===== src/rtl/txalign_pkg.sv =====
package txalign_pkg;
  typedef enum logic [2:0] {
    ST_IDLE = 3'd0,
    ST_QUAL = 3'd1,
    ST_SYNC = 3'd2,
    ST_GAP  = 3'd3,
    ST_RST  = 3'd4,
    ST_DONE = 3'd5
  } seq_state_t;
endpackage


===== src/rtl/lane_lock_sync.sv =====
module lane_lock_sync #(
  parameter int NUM_LANES = 4
) (
  input  logic                 clk,
  input  logic                 rst,
  input  logic [NUM_LANES-1:0] lock_in,
  output logic                 lock_ok
);
  logic [NUM_LANES-1:0] meta_q;
  logic [NUM_LANES-1:0] stab_q;

  for (genvar g = 0; g < NUM_LANES; g++) begin : g_lane
    always_ff @(posedge clk) begin
      if (rst) begin
        meta_q[g] <= 1'b0;
        stab_q[g] <= 1'b0;
      end else begin
        meta_q[g] <= lock_in[g];
        stab_q[g] <= meta_q[g];
      end
    end
  end

  assign lock_ok = &stab_q;
endmodule


===== src/rtl/lock_qual_timer.sv =====
module lock_qual_timer #(
  parameter int QUAL_CYCLES = 12000
) (
  input  logic clk,
  input  logic rst,
  input  logic lock_ok,
  output logic qual_met
);
  localparam int QW = $clog2(QUAL_CYCLES + 1);
  localparam logic [QW-1:0] QMAX = QW'(QUAL_CYCLES);

  logic [QW-1:0] qcnt;

  always_ff @(posedge clk) begin
    if (rst || !lock_ok) qcnt <= '0;
    else if (qcnt != QMAX) qcnt <= qcnt + 1'b1;
  end

  assign qual_met = (qcnt == QMAX);


  qual_clear_chk: assert property (@(posedge clk) disable iff (rst)
    !lock_ok |=> (qcnt == '0));
endmodule


===== src/rtl/align_fsm.sv =====
module align_fsm
  import txalign_pkg::*;
#(
  parameter int SYNC_HOLD  = 64,
  parameter int GAP_CYCLES = 8,
  parameter int RST_CYCLES = 8
) (
  input  logic clk,
  input  logic rst,
  input  logic lock_ok,
  input  logic qual_met,
  input  logic start_req,
  output logic sync_out,
  output logic txrst_out,
  output logic done,
  output logic busy
);
  localparam int MAXA = (SYNC_HOLD > GAP_CYCLES) ? SYNC_HOLD : GAP_CYCLES;
  localparam int MAXLEN = (MAXA > RST_CYCLES) ? MAXA : RST_CYCLES;
  localparam int PW = $clog2(MAXLEN + 1);
  localparam logic [PW-1:0] SYNC_LAST = PW'(SYNC_HOLD - 1);
  localparam logic [PW-1:0] GAP_LAST  = PW'(GAP_CYCLES - 1);
  localparam logic [PW-1:0] RST_LAST  = PW'(RST_CYCLES - 1);

  seq_state_t state, nxt;
  logic [PW-1:0] pc;

  always_comb begin
    nxt = state;
    unique case (state)
      ST_IDLE: if (lock_ok) nxt = ST_QUAL;
      ST_QUAL: if (qual_met) nxt = ST_SYNC;
      ST_SYNC: if (pc == SYNC_LAST) nxt = ST_GAP;
      ST_GAP:  if (pc == GAP_LAST) nxt = ST_RST;
      ST_RST:  if (pc == RST_LAST) nxt = ST_DONE;
      ST_DONE: if (start_req) nxt = ST_QUAL;
      default: nxt = ST_IDLE;
    endcase
    if (state != ST_IDLE && !lock_ok) nxt = ST_IDLE;
  end

  always_ff @(posedge clk) begin
    if (rst) begin
      state <= ST_IDLE;
      pc    <= '0;
    end else begin
      state <= nxt;
      if (nxt != state || nxt == ST_IDLE || nxt == ST_QUAL || nxt == ST_DONE) pc <= '0;
      else pc <= pc + 1'b1;
    end
  end

  assign sync_out  = (state == ST_SYNC);
  assign txrst_out = (state == ST_RST);
  assign done      = (state == ST_DONE);
  assign busy      = (state == ST_QUAL) || (state == ST_SYNC) ||
                     (state == ST_GAP)  || (state == ST_RST);


  excl_ctrl_chk: assert property (@(posedge clk) disable iff (rst)
    !(sync_out && txrst_out));


  lock_abort_chk: assert property (@(posedge clk) disable iff (rst)
    (state != ST_IDLE && !lock_ok) |=> (state == ST_IDLE));


  sync_entry_chk: assert property (@(posedge clk) disable iff (rst)
    $rose(sync_out) |-> $past(qual_met));


  rst_after_gap_chk: assert property (@(posedge clk) disable iff (rst)
    $rose(txrst_out) |-> ($past(state) == ST_GAP));


  done_busy_chk: assert property (@(posedge clk) disable iff (rst)
    !(done && busy));
endmodule


===== src/rtl/txalign_seq.sv =====
module txalign_seq #(
  parameter int NUM_LANES   = 4,
  parameter int QUAL_CYCLES = 12000,
  parameter int SYNC_HOLD   = 64,
  parameter int GAP_CYCLES  = 8,
  parameter int RST_CYCLES  = 8
) (
  input  logic                 clk,
  input  logic                 rst,
  input  logic [NUM_LANES-1:0] lock_in,
  input  logic                 start_req,
  output logic                 sync_out,
  output logic                 txrst_out,
  output logic                 done,
  output logic                 busy
);
  logic lock_ok;
  logic qual_met;

  lane_lock_sync #(.NUM_LANES(NUM_LANES)) u_sync (
    .clk(clk), .rst(rst), .lock_in(lock_in), .lock_ok(lock_ok)
  );

  lock_qual_timer #(.QUAL_CYCLES(QUAL_CYCLES)) u_qual (
    .clk(clk), .rst(rst), .lock_ok(lock_ok), .qual_met(qual_met)
  );

  align_fsm #(
    .SYNC_HOLD(SYNC_HOLD), .GAP_CYCLES(GAP_CYCLES), .RST_CYCLES(RST_CYCLES)
  ) u_fsm (
    .clk(clk), .rst(rst), .lock_ok(lock_ok), .qual_met(qual_met),
    .start_req(start_req), .sync_out(sync_out), .txrst_out(txrst_out),
    .done(done), .busy(busy)
  );


  reset_quiet_chk: assert property (@(posedge clk)
    $past(rst) |-> !(sync_out || txrst_out || done || busy));
endmodule


===== config.mk =====
export PLATFORM = sky130hd
export DESIGN_NAME = txalign_seq
export DESIGN_NICKNAME = d
export VERILOG_FILES = /design/src/rtl/txalign_pkg.sv /design/src/rtl/lane_lock_sync.sv /design/src/rtl/lock_qual_timer.sv /design/src/rtl/align_fsm.sv /design/src/rtl/txalign_seq.sv
export SDC_FILE = /design/constraint.sdc
export NUM_CORES = 1
export LEC_CHECK = 0
export CORE_UTILIZATION = 56
export CTS_CLUSTER_DIAMETER = 120
export DETAILED_ROUTE_END_ITERATION = 8
export GPL_TIMING_DRIVEN = 0
export PLACE_DENSITY_LB_ADDON = 0.05
export SYNTH_ARGS = -nofsm -noshare
export SYNTH_HDL_FRONTEND = slang
export SYNTH_SLANG_ARGS = --single-unit

===== constraint.sdc =====
create_clock -name clk -period 2 [get_ports clk]
set_input_delay 0.4 -clock clk [delete_from_list [all_inputs] [get_ports clk]]
set_output_delay 0.4 -clock clk [all_outputs]
set_load 0.1 [all_outputs]

==> run summary <==
outcome = finished, final reports clean
reg2reg setup slack = 250 ps
CP peak stage delay = 420 ps
hpwl dp = 1.735 mm
post-synthesis xor/xnor area fraction = 9.292%
per-cell routed wire length = 11.71 um
Setup crit end = sync_out
max-cap violations = 0
core area = 2297 um^2
compound-gate portion of the synthesized area = 9.115%
post-synthesis mux area share = 0.7080%
RePlAce Congestion = 0.8508
Die Width = 52.25 um
Crit path max-delay family = buffers and inverters
Syn. warnings = 0
Tmin final = 1919 ps
initial antenna violation count = 0
Setup crit start kind = flip-flop
num ports = 11
worst-case reg-to-reg path depth = 5
post-synthesis cell count = 158
critical path type = flip-flop to output pin
H-tree depth = 2
WP data arrival = 1520 ps
CP endpoint kind = output pin
Synth Net Count = 168
R2R Path End = u_fsm.pc[6]$_SDFF_PP0_
Worst EP required = 1600 ps
post-synthesis adder-cell area fraction = 2.655%
skew final = 15.86 ps
# nets final = 185
vias in the first global route = 1019
post-synthesis simple-gate area fraction = 30.44%
clk sink count = 32
port buffer count = 10
hold path start = u_sync.meta_q[3]$_SDFF_PP0_
Die Ht = 52.25 um
Setup Buffers After CTS = 0
via count = 1140
Area growth syn-to-layout = 14.16%
Num CTS Buffers = 5
hold slack = 425.1 ps
TritonCTS clock tree = built
max-slew violations = 0
share of layout cells above drive strength 1 = 13.64%
Power Dens Cells = 648.0 nW/um^2
Starting Density = 61.55%
Skew-Pair Late Insertion Delay = 330 ps
Placement Cell Area = 1564 um^2
n_diodes = 0
leakage = 0.5467 nW
initial DRC count = 34
r2r startpoint = u_fsm.pc[0]$_SDFF_PP0_
Max-slew headroom = 68.05%
GRT Total Usage = 21.24%
Pre-antenna DRT Iters = 4
Post-CTS Hold Fix Bufs = 0
Final Setup Violations = 0
FP Rows = 17
clk slew on worst S/H paths = 100 ps
IR drop worst, VDD = 0.5912 mV
Yosys reg bits = 32
largest family of logic cells by synthesized area = simple AND/OR/NAND/NOR gates
final hold vios = 0
Mapped Area = 1414 um^2
critical path, cell by cell = buf_2 > nand2b_1 > nor2_2 > buf_2
Die Area = 2730 um^2
CP dominant cell by count = buf_2
Peak Freq = 0.5211 GHz
slowest CP cell = buf_2
worst slew pin tran = 482.6 ps
worst min path class = flip-flop to flip-flop
Post-route DRC = 0
Unique masters post-synth = 37
GR Overflow Total = 0
CTS Root Cell = clkbuf_4
RSZ-0062 raised after global routing = no
WL final = 2.388 mm
Clock Tree Buf Depth = 2
Via density = 5.588
Worst setup startpoint = u_fsm.state[2]$_SDFF_PP0_
post-layout instance area = 1614 um^2
CP bufs+invs = 2
period utilisation layout = 95.96%
largest net degree at the start of global routing = 11
first-pass GRT wire length = 4.084 mm
critical path fanouts, max = 10
synthesized area per cell = 8.948 um^2
register area share after synthesis = 45.31%
CP Depth = 4
post-route ant nets = 0
-- worst min path at each step --
stage               cells after the start                          end
finish                                  1  u_sync.stab_q[3]$_SDFF_PP0_
global route                            1  u_sync.stab_q[2]$_SDFF_PP0_
CTS                                     1  u_sync.stab_q[3]$_SDFF_PP0_
detailed placement                      1  u_sync.stab_q[3]$_SDFF_PP0_
global placement                        1  u_sync.stab_q[0]$_SDFF_PP0_
floorplan                               1  u_sync.stab_q[0]$_SDFF_PP0_
-- repair_timing --
item | CTS | global route
gates resized for setup | 23 | 2
endpoints found under the hold margin | 0 | 0
pin swaps | 0 | 0
endpoints found under the setup margin | 4 | 2
-- cells in the mapped netlist (all sizes together) --
| library cell | count | area (um^2) |
|---|---|---|
| dfxtp | 32 | 640.6 |
| and3 | 1 | 6.260 |
| o21bai | 2 | 15.01 |
| nor4bb | 1 | 10.01 |
| nand2b | 4 | 25.02 |
| or2 | 2 | 12.51 |
| nand3 | 7 | 35.03 |
| nand3b | 1 | 7.510 |
| and4 | 3 | 26.28 |
| nand2 | 8 | 32.54 |
| a2bb2oi | 1 | 8.760 |
| a32oi | 1 | 16.27 |
| xnor2 | 9 | 78.83 |
| buf | 2 | 8.750 |
| mux2i | 1 | 10.01 |
| nor2 | 21 | 78.83 |
| nor3 | 9 | 45.04 |
| and4bb | 1 | 12.51 |
| nor4b | 1 | 8.760 |
| or3 | 3 | 18.77 |
| o21ai | 4 | 20.02 |
| inv | 4 | 15.01 |
| a211oi | 1 | 7.510 |
| or4 | 1 | 11.26 |
| xor2 | 6 | 52.55 |
| o21a | 1 | 7.510 |
| a311oi | 1 | 8.760 |
| and2 | 1 | 6.260 |
| nor2b | 9 | 56.30 |
| a31oi | 1 | 6.260 |
| clkbuf | 3 | 11.26 |
| a21oi | 6 | 30.03 |
| nand4 | 6 | 37.54 |
| o2bb2ai | 1 | 8.760 |
| ha | 3 | 37.54 |
-- flip-flops by register name, summed over array words and instances (netlist names) --
name	cells
u_fsm.state	3
u_sync.stab_q	4
u_fsm.pc	7
u_sync.meta_q	4
u_qual.qcnt	14
-- power by group --
part	switching, mW	total (mW)	internal [mW]
Combinational	0.00556	0.0204	0.0148
Clock	0.213	0.380	0.167
Sequential	0.00138	0.645	0.644
Total	0.220	1.05	0.826
-- area by class of cell --
cell class                 instances  area [um^2]
sequential                        32        640.6
clock inverter                     2        10.01
fill                             177        683.2
inverter                           4        15.01
clock buffer                       6        51.30
timing repair buffer              10        87.58
multi-input combinational        117        753.2
buffer                             5        21.27
tap                               28        35.03
-- cells by family after synthesis --
group / count (synthesis)
AO/OA/AOI/OAI: 19
XOR/XNOR: 15
adder cells (fa/ha/maj): 3
buffers and inverters: 9
flip-flops: 32
multiplexers: 1
AND/OR/NAND/NOR: 79
-- metal layers --
metal | global-route usage, % | vias up | share of wire [%]
li1 | - | 587 | -
met1 | 22.50 | 521 | 46
met2 | 36.75 | 30 | 48
met3 | 8.696 | 2 | 5.2
met4 | 9.211 | 0 | 0.71
met5 | 0 | - | 0
-- layout by cell type, fill, tap and decap left out, types with 5 or more instances in the layout --
cell type        instances
a21oi_1                  6
clkbuf_4                 5
clkdlybuf4s50_1          6
dfxtp_1                 32
nand2_1                  7
nand3_1                  7
nand4_1                  6
nor2_1                  18
nor2b_1                  9
nor3_1                   9
xnor2_1                  8
xor2_1                   6
-- per-stage QoR --
stage                     TNS, ps  total power, mW  setup WS, ps  std cells  utilization (%)
final                           0            1.046         80.90        204            70.26
after detailed placement    -1518           0.6812        -456.5        196            68.08
after CTS                       0            1.056         3.638        204            70.21
after global routing            0            1.090         7.627        204            70.26
after floorplan            -28.67           0.6681        -28.67        158                -
after global placement      -1467           0.6803        -446.0        196            68.08
No activity file was read; power rests on OpenSTA's default activity.
